==> src/rtl/arb_pkg.sv <==
package arb_pkg;
  localparam int FE_MAX = 8;
  localparam int FE_IW  = $clog2(FE_MAX);

  typedef enum logic [2:0] {
    SRC_NONE, SRC_FE, SRC_UC, SRC_HOST, SRC_ECC, SRC_REF
  } src_e;

  typedef enum logic [1:0] {OWN_NONE, OWN_HOST, OWN_ECC} burstOwner_e;

  // control -> datapath strobes
  typedef struct packed {
    logic             issue;
    src_e             src;
    logic [FE_IW-1:0] feIdx;
  } arbStrobe_t;
endpackage

==> src/rtl/arb_ctrl.sv <==
module arb_ctrl
  import arb_pkg::*;
#(
  parameter int NFE          = 6,
  parameter int FE_ABOVE_UC  = 3,
  parameter int REFRESH_CLKS = 529
) (
  input  logic           clk,
  input  logic           rstN,
  input  logic           seqReady,
  input  logic           accBusy,
  input  logic [NFE-1:0] feReq,
  input  logic           ucReq,
  input  logic           hostReq,
  input  logic           hostLast,
  input  logic           eccReq,
  input  logic           eccLast,
  output arbStrobe_t     stb
);
  localparam int CW = $clog2(REFRESH_CLKS);
  localparam logic [CW-1:0] REF_TOP = CW'(REFRESH_CLKS - 1);
  localparam logic [NFE-1:0] HI_MASK = NFE'((1 << FE_ABOVE_UC) - 1);

  logic [CW-1:0]    refCnt;
  logic             refPend;
  burstOwner_e      owner;
  logic [FE_IW-1:0] feIdx;
  logic             hiAny, loAny;
  src_e             win;

  always_comb begin
    feIdx = '0;
    for (int i = NFE - 1; i >= 0; i--) begin
      if (feReq[i]) feIdx = FE_IW'(i);
    end
    hiAny = |(feReq & HI_MASK);
    loAny = |(feReq & ~HI_MASK);
    if (hiAny)                        win = SRC_FE;
    else if (refPend && !loAny)       win = SRC_REF;
    else if (ucReq)                   win = SRC_UC;
    else if (loAny)                   win = SRC_FE;
    else if (refPend)                 win = SRC_REF;
    else if (hostReq)                 win = SRC_HOST;
    else if (eccReq && owner != OWN_HOST) win = SRC_ECC;
    else                              win = SRC_NONE;
    stb.issue = seqReady && !accBusy && (win != SRC_NONE);
    stb.src   = win;
    stb.feIdx = feIdx;
  end

  always_ff @(posedge clk or negedge rstN) begin
    if (!rstN) begin
      refCnt  <= '0;
      refPend <= 1'b0;
    end else begin
      if (stb.issue && win == SRC_REF) refPend <= 1'b0;
      if (refCnt == REF_TOP) begin
        refCnt  <= '0;
        refPend <= 1'b1;
      end else begin
        refCnt <= refCnt + 1'b1;
      end
    end
  end

  always_ff @(posedge clk or negedge rstN) begin
    if (!rstN) begin
      owner <= OWN_NONE;
    end else if (stb.issue) begin
      if (win == SRC_HOST) begin
        if (!hostLast)              owner <= OWN_HOST;
        else if (owner == OWN_HOST) owner <= OWN_NONE;
      end else if (win == SRC_ECC) begin
        owner <= eccLast ? OWN_NONE : OWN_ECC;
      end
    end
  end
endmodule

==> src/rtl/arb_dpath.sv <==
module arb_dpath
  import arb_pkg::*;
#(
  parameter int NFE = 6,
  parameter int AW  = 22,
  parameter int DW  = 8
) (
  input  logic              clk,
  input  logic              rstN,
  input  arbStrobe_t        stb,
  input  logic [NFE-1:0]    feWr,
  input  logic [NFE*AW-1:0] feAddr,
  input  logic [NFE*DW-1:0] feWdata,
  input  logic              ucWr,
  input  logic [AW-1:0]     ucAddr,
  input  logic [DW-1:0]     ucWdata,
  input  logic              hostWr,
  input  logic [AW-1:0]     hostAddr,
  input  logic [DW-1:0]     hostWdata,
  input  logic              eccWr,
  input  logic [AW-1:0]     eccAddr,
  input  logic [DW-1:0]     eccWdata,
  output logic              accValid,
  output logic              accRefresh,
  output logic              accWr,
  output logic [AW-1:0]     accAddr,
  output logic [DW-1:0]     accWdata,
  output logic [NFE-1:0]    feAck,
  output logic              ucAck,
  output logic              hostAck,
  output logic              eccAck
);
  logic [AW-1:0] selAddr;
  logic [DW-1:0] selData;
  logic          selWr;

  always_comb begin
    selAddr = '0;
    selData = '0;
    selWr   = 1'b0;
    case (stb.src)
      SRC_FE: begin
        for (int i = 0; i < NFE; i++) begin
          if (stb.feIdx == FE_IW'(i)) begin
            selAddr = feAddr[i*AW +: AW];
            selData = feWdata[i*DW +: DW];
            selWr   = feWr[i];
          end
        end
      end
      SRC_UC:   begin selAddr = ucAddr;   selData = ucWdata;   selWr = ucWr;   end
      SRC_HOST: begin selAddr = hostAddr; selData = hostWdata; selWr = hostWr; end
      SRC_ECC:  begin selAddr = eccAddr;  selData = eccWdata;  selWr = eccWr;  end
      default:  ;
    endcase
  end

  always_ff @(posedge clk or negedge rstN) begin
    if (!rstN) begin
      accValid   <= 1'b0;
      accRefresh <= 1'b0;
      accWr      <= 1'b0;
      accAddr    <= '0;
      accWdata   <= '0;
      feAck      <= '0;
      ucAck      <= 1'b0;
      hostAck    <= 1'b0;
      eccAck     <= 1'b0;
    end else begin
      accValid   <= stb.issue;
      accRefresh <= stb.issue && stb.src == SRC_REF;
      ucAck      <= stb.issue && stb.src == SRC_UC;
      hostAck    <= stb.issue && stb.src == SRC_HOST;
      eccAck     <= stb.issue && stb.src == SRC_ECC;
      for (int i = 0; i < NFE; i++) begin
        feAck[i] <= stb.issue && stb.src == SRC_FE && stb.feIdx == FE_IW'(i);
      end
      if (stb.issue) begin
        accAddr  <= selAddr;
        accWdata <= selData;
        accWr    <= selWr;
      end
    end
  end
endmodule

==> src/rtl/dram_buffer_arbiter.sv <==
module dram_buffer_arbiter
  import arb_pkg::*;
#(
  parameter int NFE          = 6,
  parameter int AW           = 22,
  parameter int DW           = 8,
  parameter int FE_ABOVE_UC  = 3,
  parameter int REFRESH_CLKS = 529
) (
  input  logic              clk,
  input  logic              rstN,
  input  logic              seqReady,
  input  logic [NFE-1:0]    feReq,
  input  logic [NFE-1:0]    feWr,
  input  logic [NFE*AW-1:0] feAddr,
  input  logic [NFE*DW-1:0] feWdata,
  input  logic              ucReq,
  input  logic              ucWr,
  input  logic [AW-1:0]     ucAddr,
  input  logic [DW-1:0]     ucWdata,
  input  logic              hostReq,
  input  logic              hostLast,
  input  logic              hostWr,
  input  logic [AW-1:0]     hostAddr,
  input  logic [DW-1:0]     hostWdata,
  input  logic              eccReq,
  input  logic              eccLast,
  input  logic              eccWr,
  input  logic [AW-1:0]     eccAddr,
  input  logic [DW-1:0]     eccWdata,
  output logic              accValid,
  output logic              accRefresh,
  output logic              accWr,
  output logic [AW-1:0]     accAddr,
  output logic [DW-1:0]     accWdata,
  output logic [NFE-1:0]    feAck,
  output logic              ucAck,
  output logic              hostAck,
  output logic              eccAck
);
  arbStrobe_t stb;

  arb_ctrl #(
    .NFE(NFE), .FE_ABOVE_UC(FE_ABOVE_UC), .REFRESH_CLKS(REFRESH_CLKS)
  ) uCtrl (
    .clk(clk), .rstN(rstN), .seqReady(seqReady), .accBusy(accValid),
    .feReq(feReq), .ucReq(ucReq), .hostReq(hostReq), .hostLast(hostLast),
    .eccReq(eccReq), .eccLast(eccLast), .stb(stb)
  );

  arb_dpath #(.NFE(NFE), .AW(AW), .DW(DW)) uDpath (
    .clk(clk), .rstN(rstN), .stb(stb),
    .feWr(feWr), .feAddr(feAddr), .feWdata(feWdata),
    .ucWr(ucWr), .ucAddr(ucAddr), .ucWdata(ucWdata),
    .hostWr(hostWr), .hostAddr(hostAddr), .hostWdata(hostWdata),
    .eccWr(eccWr), .eccAddr(eccAddr), .eccWdata(eccWdata),
    .accValid(accValid), .accRefresh(accRefresh), .accWr(accWr),
    .accAddr(accAddr), .accWdata(accWdata),
    .feAck(feAck), .ucAck(ucAck), .hostAck(hostAck), .eccAck(eccAck)
  );
endmodule

==> config.mk <==
export PLATFORM = sky130hd
export DESIGN_NAME = dram_buffer_arbiter
export DESIGN_NICKNAME = d
export VERILOG_FILES = /design/src/rtl/arb_pkg.sv /design/src/rtl/arb_ctrl.sv /design/src/rtl/arb_dpath.sv /design/src/rtl/dram_buffer_arbiter.sv
export SDC_FILE = /design/constraint.sdc
export NUM_CORES = 1
export LEC_CHECK = 0
export ABC_CLOCK_PERIOD_IN_PS = 2100
export CAP_MARGIN = 20
export CORE_AREA = 4 4 129 131
export CTS_BUF_LIST = sky130_fd_sc_hd__clkbuf_8
export CTS_CLUSTER_SIZE = 40
export DETAILED_ROUTE_END_ITERATION = 10
export DIE_AREA = 0 0 133 135
export GPL_ROUTABILITY_DRIVEN = 0
export PLACE_DENSITY = 0.73
export SKIP_LAST_GASP = 1
export SLEW_MARGIN = 20
export SYNTH_ARGS = -nofsm -noshare
export SYNTH_HDL_FRONTEND = slang
export SYNTH_SLANG_ARGS = --single-unit
==> constraint.sdc <==
create_clock -name clk -period 2.1 [get_ports clk]
set_input_delay 0.42 -clock clk [delete_from_list [all_inputs] [get_ports clk]]
set_output_delay 0.42 -clock clk [all_outputs]
set_load 0.005 [all_outputs]
==> results_dict.tcl <==
set metrics [dict create \
    synth_top_cell_by_area "dfrtp_1" \
    p_comb_share_pct 44.4 \
    path_depth 6 \
    synth_ff_type "dfrtp_1" \
    synthArstFlopShare_pct 100 \
    timing.rr.end "uDpath.accAddr[11]" \
    crit_path_end_kind "register" \
    period_needed_ps 2010 \
    htreeDepth 2 \
    place_inst 1130 \
    setup_viol 0 \
    crit_type "in2reg" \
    met2_usage_pct 45.5 \
    crit_end "uDpath.accAddr[0]" \
    synth_area_um2 4610 \
    max_cap_viol_count 0 \
    vias 6285 \
    coreArea_um2 15600 \
    gr-usage-met1_pct 32.3 \
    dp_hpwl_um 19600 \
    crit_chain "clkdlybuf4s50_1 -> nor2_1 -> a21o_1 -> buf_4 -> a211oi_1 -> o221ai_1" \
    nets 1219 \
    netSwitchingPower_mw 1.10 \
    synth_top_family_by_area "compound AO/OA/AOI/OAI gates" \
    synth.avg_cell_area_um2 8.05 \
    drt_first_pass_iters 5 \
    synth_top_area_share_pct 29.9 \
    synth-edff-count 0 \
    finalHoldViolCount 0 \
    totalWireLength_um 25200 \
    synth-simple-area-share_pct 16.0 \
    initial_utilization_pct 29.5 \
    ff_latch_area_um2 1380 \
    worst_clock_skew_ps 8.21 \
    grt_max_degree 56 \
    outcome "finished clean" \
    rsz0062_at_grt "yes" \
    cts_tree "done" \
    yosysSeqAreaShare_pct 29.9 \
    worst_pin_slew_ps 526 \
    viasPerCell 5.51 \
    crit_fanout 9 \
    final_max_slew_viol_count 0 \
    fillers 1424 \
    p_int_mw 2.39 \
    drive_gt1_share_pct 10.7 \
    antenna_found_initial 2 \
    wire_per_inst_um 22.1 \
    r2r_slack_ps 290 \
    place_area_um2 8640 \
    crit_path_top_delay_cell "clkdlybuf4s50_1" \
    ios 335 \
    max_stage_delay_ps 540 \
    startpoint_type "input pin" \
    hold_path_class "in2async" \
    syn2layout_area_growth_pct 91.4 \
    grt_overflow_total 0 \
    clockBufferDepth 2 \
    path_clk_slew_ps 120 \
    grt.busiest_layer "met2" \
    synthTopCellsByCount "nand2_1 (56), dfrtp_1 (55), a211oi_1 (48)" \
    fmax_ghz 0.496 \
    floorplan.rows 46 \
    power_mw 3.49 \
    cts.sinks 55 \
    multiInputGateArea_um2 2870 \
    required_ps 2300 \
    muxShareOfSynthArea_pct 1.30 \
    ir_drop_uv 270 \
    yosysMostFrequentCell "nand2_1" \
    reg2reg_depth 6 \
    drc 0 \
    clock_latency_ps 340 \
    ys_warn_count 0 \
    met3_usage_pct 6.33 \
    hold_slack_ps 55.5 \
    relSlewSlack_pct 64.0 \
    drt_iter0_markers 398 \
    yosysUniqueCellTypes 48 \
    grt_util_all_layers_pct 26.4 \
    grt_pass1_vias 6411 \
    synth.area.top_cells "dfrtp_1 (30%), a211oi_1 (7.8%), a22oi_1 (6.2%)" \
    pwr-share-seq_pct 35.8 \
    swShare_pct 31.6 \
    worstSetupStartpoint "feReq[5]" \
    p_clk_share_pct 19.8 \
    cts-root-buf "clkbuf_8" \
    synthCells 572 \
    synth.net_count 867 \
    io_buffers 334 \
    grt_first_pass_wirelength_um 36900 \
    final_area_um2 8820 \
    synth-compound-area-share_pct 41.8 \
    cp_top_family "compound AO/OA/AOI/OAI gates" \
    ant_nets 0 \
    p_leak_nw 3.52 \
    dieArea_um2 18000 \
    post-route-period-util_pct 95.9 \
    ys_ff_latch 55 \
    path_buf_inv 2 \
    reg2reg_from "uCtrl.owner[1]" \
    synth_xor_area_share_pct 1.52 \
    die_w_um 133 \
    p_per_area_nw_per_um2 396 \
    cp_data_arrival_time_ps 2220 \
    stdcell_count 1141 \
    cts_buffers 5 \
    dieHeight_um 135 \
    synth_adder_area_share_pct 0.543 \
    diodes 0 \
]
[layout by cell type (no fill, tap or decap), types with 8 or more instances in the layout]
cell type / instances
nand2_1: 56
o221ai_1: 32
nor2b_1: 28
inv_1: 36
nand3_1: 12
a211o_1: 8
a21oi_1: 33
buf_12: 14
nor2_1: 19
buf_4: 56
a22oi_1: 38
a211oi_1: 48
a22o_1: 25
o21ai_0: 25
a2111oi_0: 20
dfrtp_1: 55
clkdlybuf4s50_1: 329
[area by class of cell]
class	instances	share of cell area [%]
Clock buffer	5	0.780
Tap cell	216	3.07
Multi-Input combinational cell	420	32.6
Timing Repair Buffer	406	46.1
Sequential cell	55	15.6
Clock inverter	3	0.383
Inverter	36	1.53
[metal layers]
layer / part of all wire, % / vias up / wire [um]
met5: 0.13 / - / 34
met4: 3.0 / 4 / 767
met3: 8.5 / 57 / 2140
met2: 48 / 327 / 12200
met1: 40 / 2995 / 10100
li1: - / 2902 / -
[worst min path at each step]
stage | endpoint | slack [ps] | cells after the start
5_1_grt | uCtrl.refCnt[0] | 60 | 2
3_3_place_gp | uCtrl.refCnt[3] | 450 | 2
3_5_place_dp | uCtrl.refCnt[1] | 450 | 2
4_1_cts | uCtrl.refCnt[1] | 60 | 2
2_1_floorplan | uCtrl.owner[0] | 120 | 0
6_report | uCtrl.refCnt[0] | 60 | 2
[cell families (layout without fill, tap and decap cells)]
kind of cell | after synthesis | in the layout
buffers and inverters | 97 | 450
XOR/XNOR | 8 | 8
adder cells (fa/ha/maj) | 2 | 2
multiplexers | 6 | 6
AND/OR/NAND/NOR | 148 | 148
flip-flops | 55 | 55
AO/OA/AOI/OAI | 256 | 256
[power groups by stage]
stage	clock network, mW	registers [mW]	logic [mW]
finish	0.692	1.25	1.55
global route	0.751	1.26	1.65
CTS	0.711	1.25	1.54
detailed placement	0	1.27	1.53
global placement	0	1.27	1.51
floorplan	0	1.25	0.456
[registers in the layout (all words and copies together), names as in the netlist]
name               flops
uCtrl.owner            2
uCtrl.refCnt          10
uCtrl.refPend          1
uDpath.accAddr        22
uDpath.accRefresh      1
uDpath.accValid        1
uDpath.accWdata        8
uDpath.accWr           1
uDpath.eccAck          1
uDpath.feAck           6
uDpath.hostAck         1
uDpath.ucAck           1
[worst register-to-register path, cell delays in order (launching register included)]
cell	delay [ps]
dfrtp_1	390
nand2b_1	150
a211o_1	340
nor2b_1	170
o21ai_2	190
buf_4	260
o221ai_1	170
[through the flow]
step | setup TNS [ps] | utilization (%) | worst slack, ps
global placement | -7760 | 55.4 | -307
CTS | 0 | 56.0 | 22.4
detailed placement | -9600 | 55.4 | -319
floorplan | 0 | - | 222
global route | -5.33 | 56.5 | -5.33
finish | 0 | 56.5 | 85.1
[repair_timing]
item / CTS / global route
setup endpoints to repair: 0 / 32
gates resized for setup: 0 / 12
hold buffers: 0 / 0
buffers inserted: 0 / 2
Power figures use the tool's default switching activity.
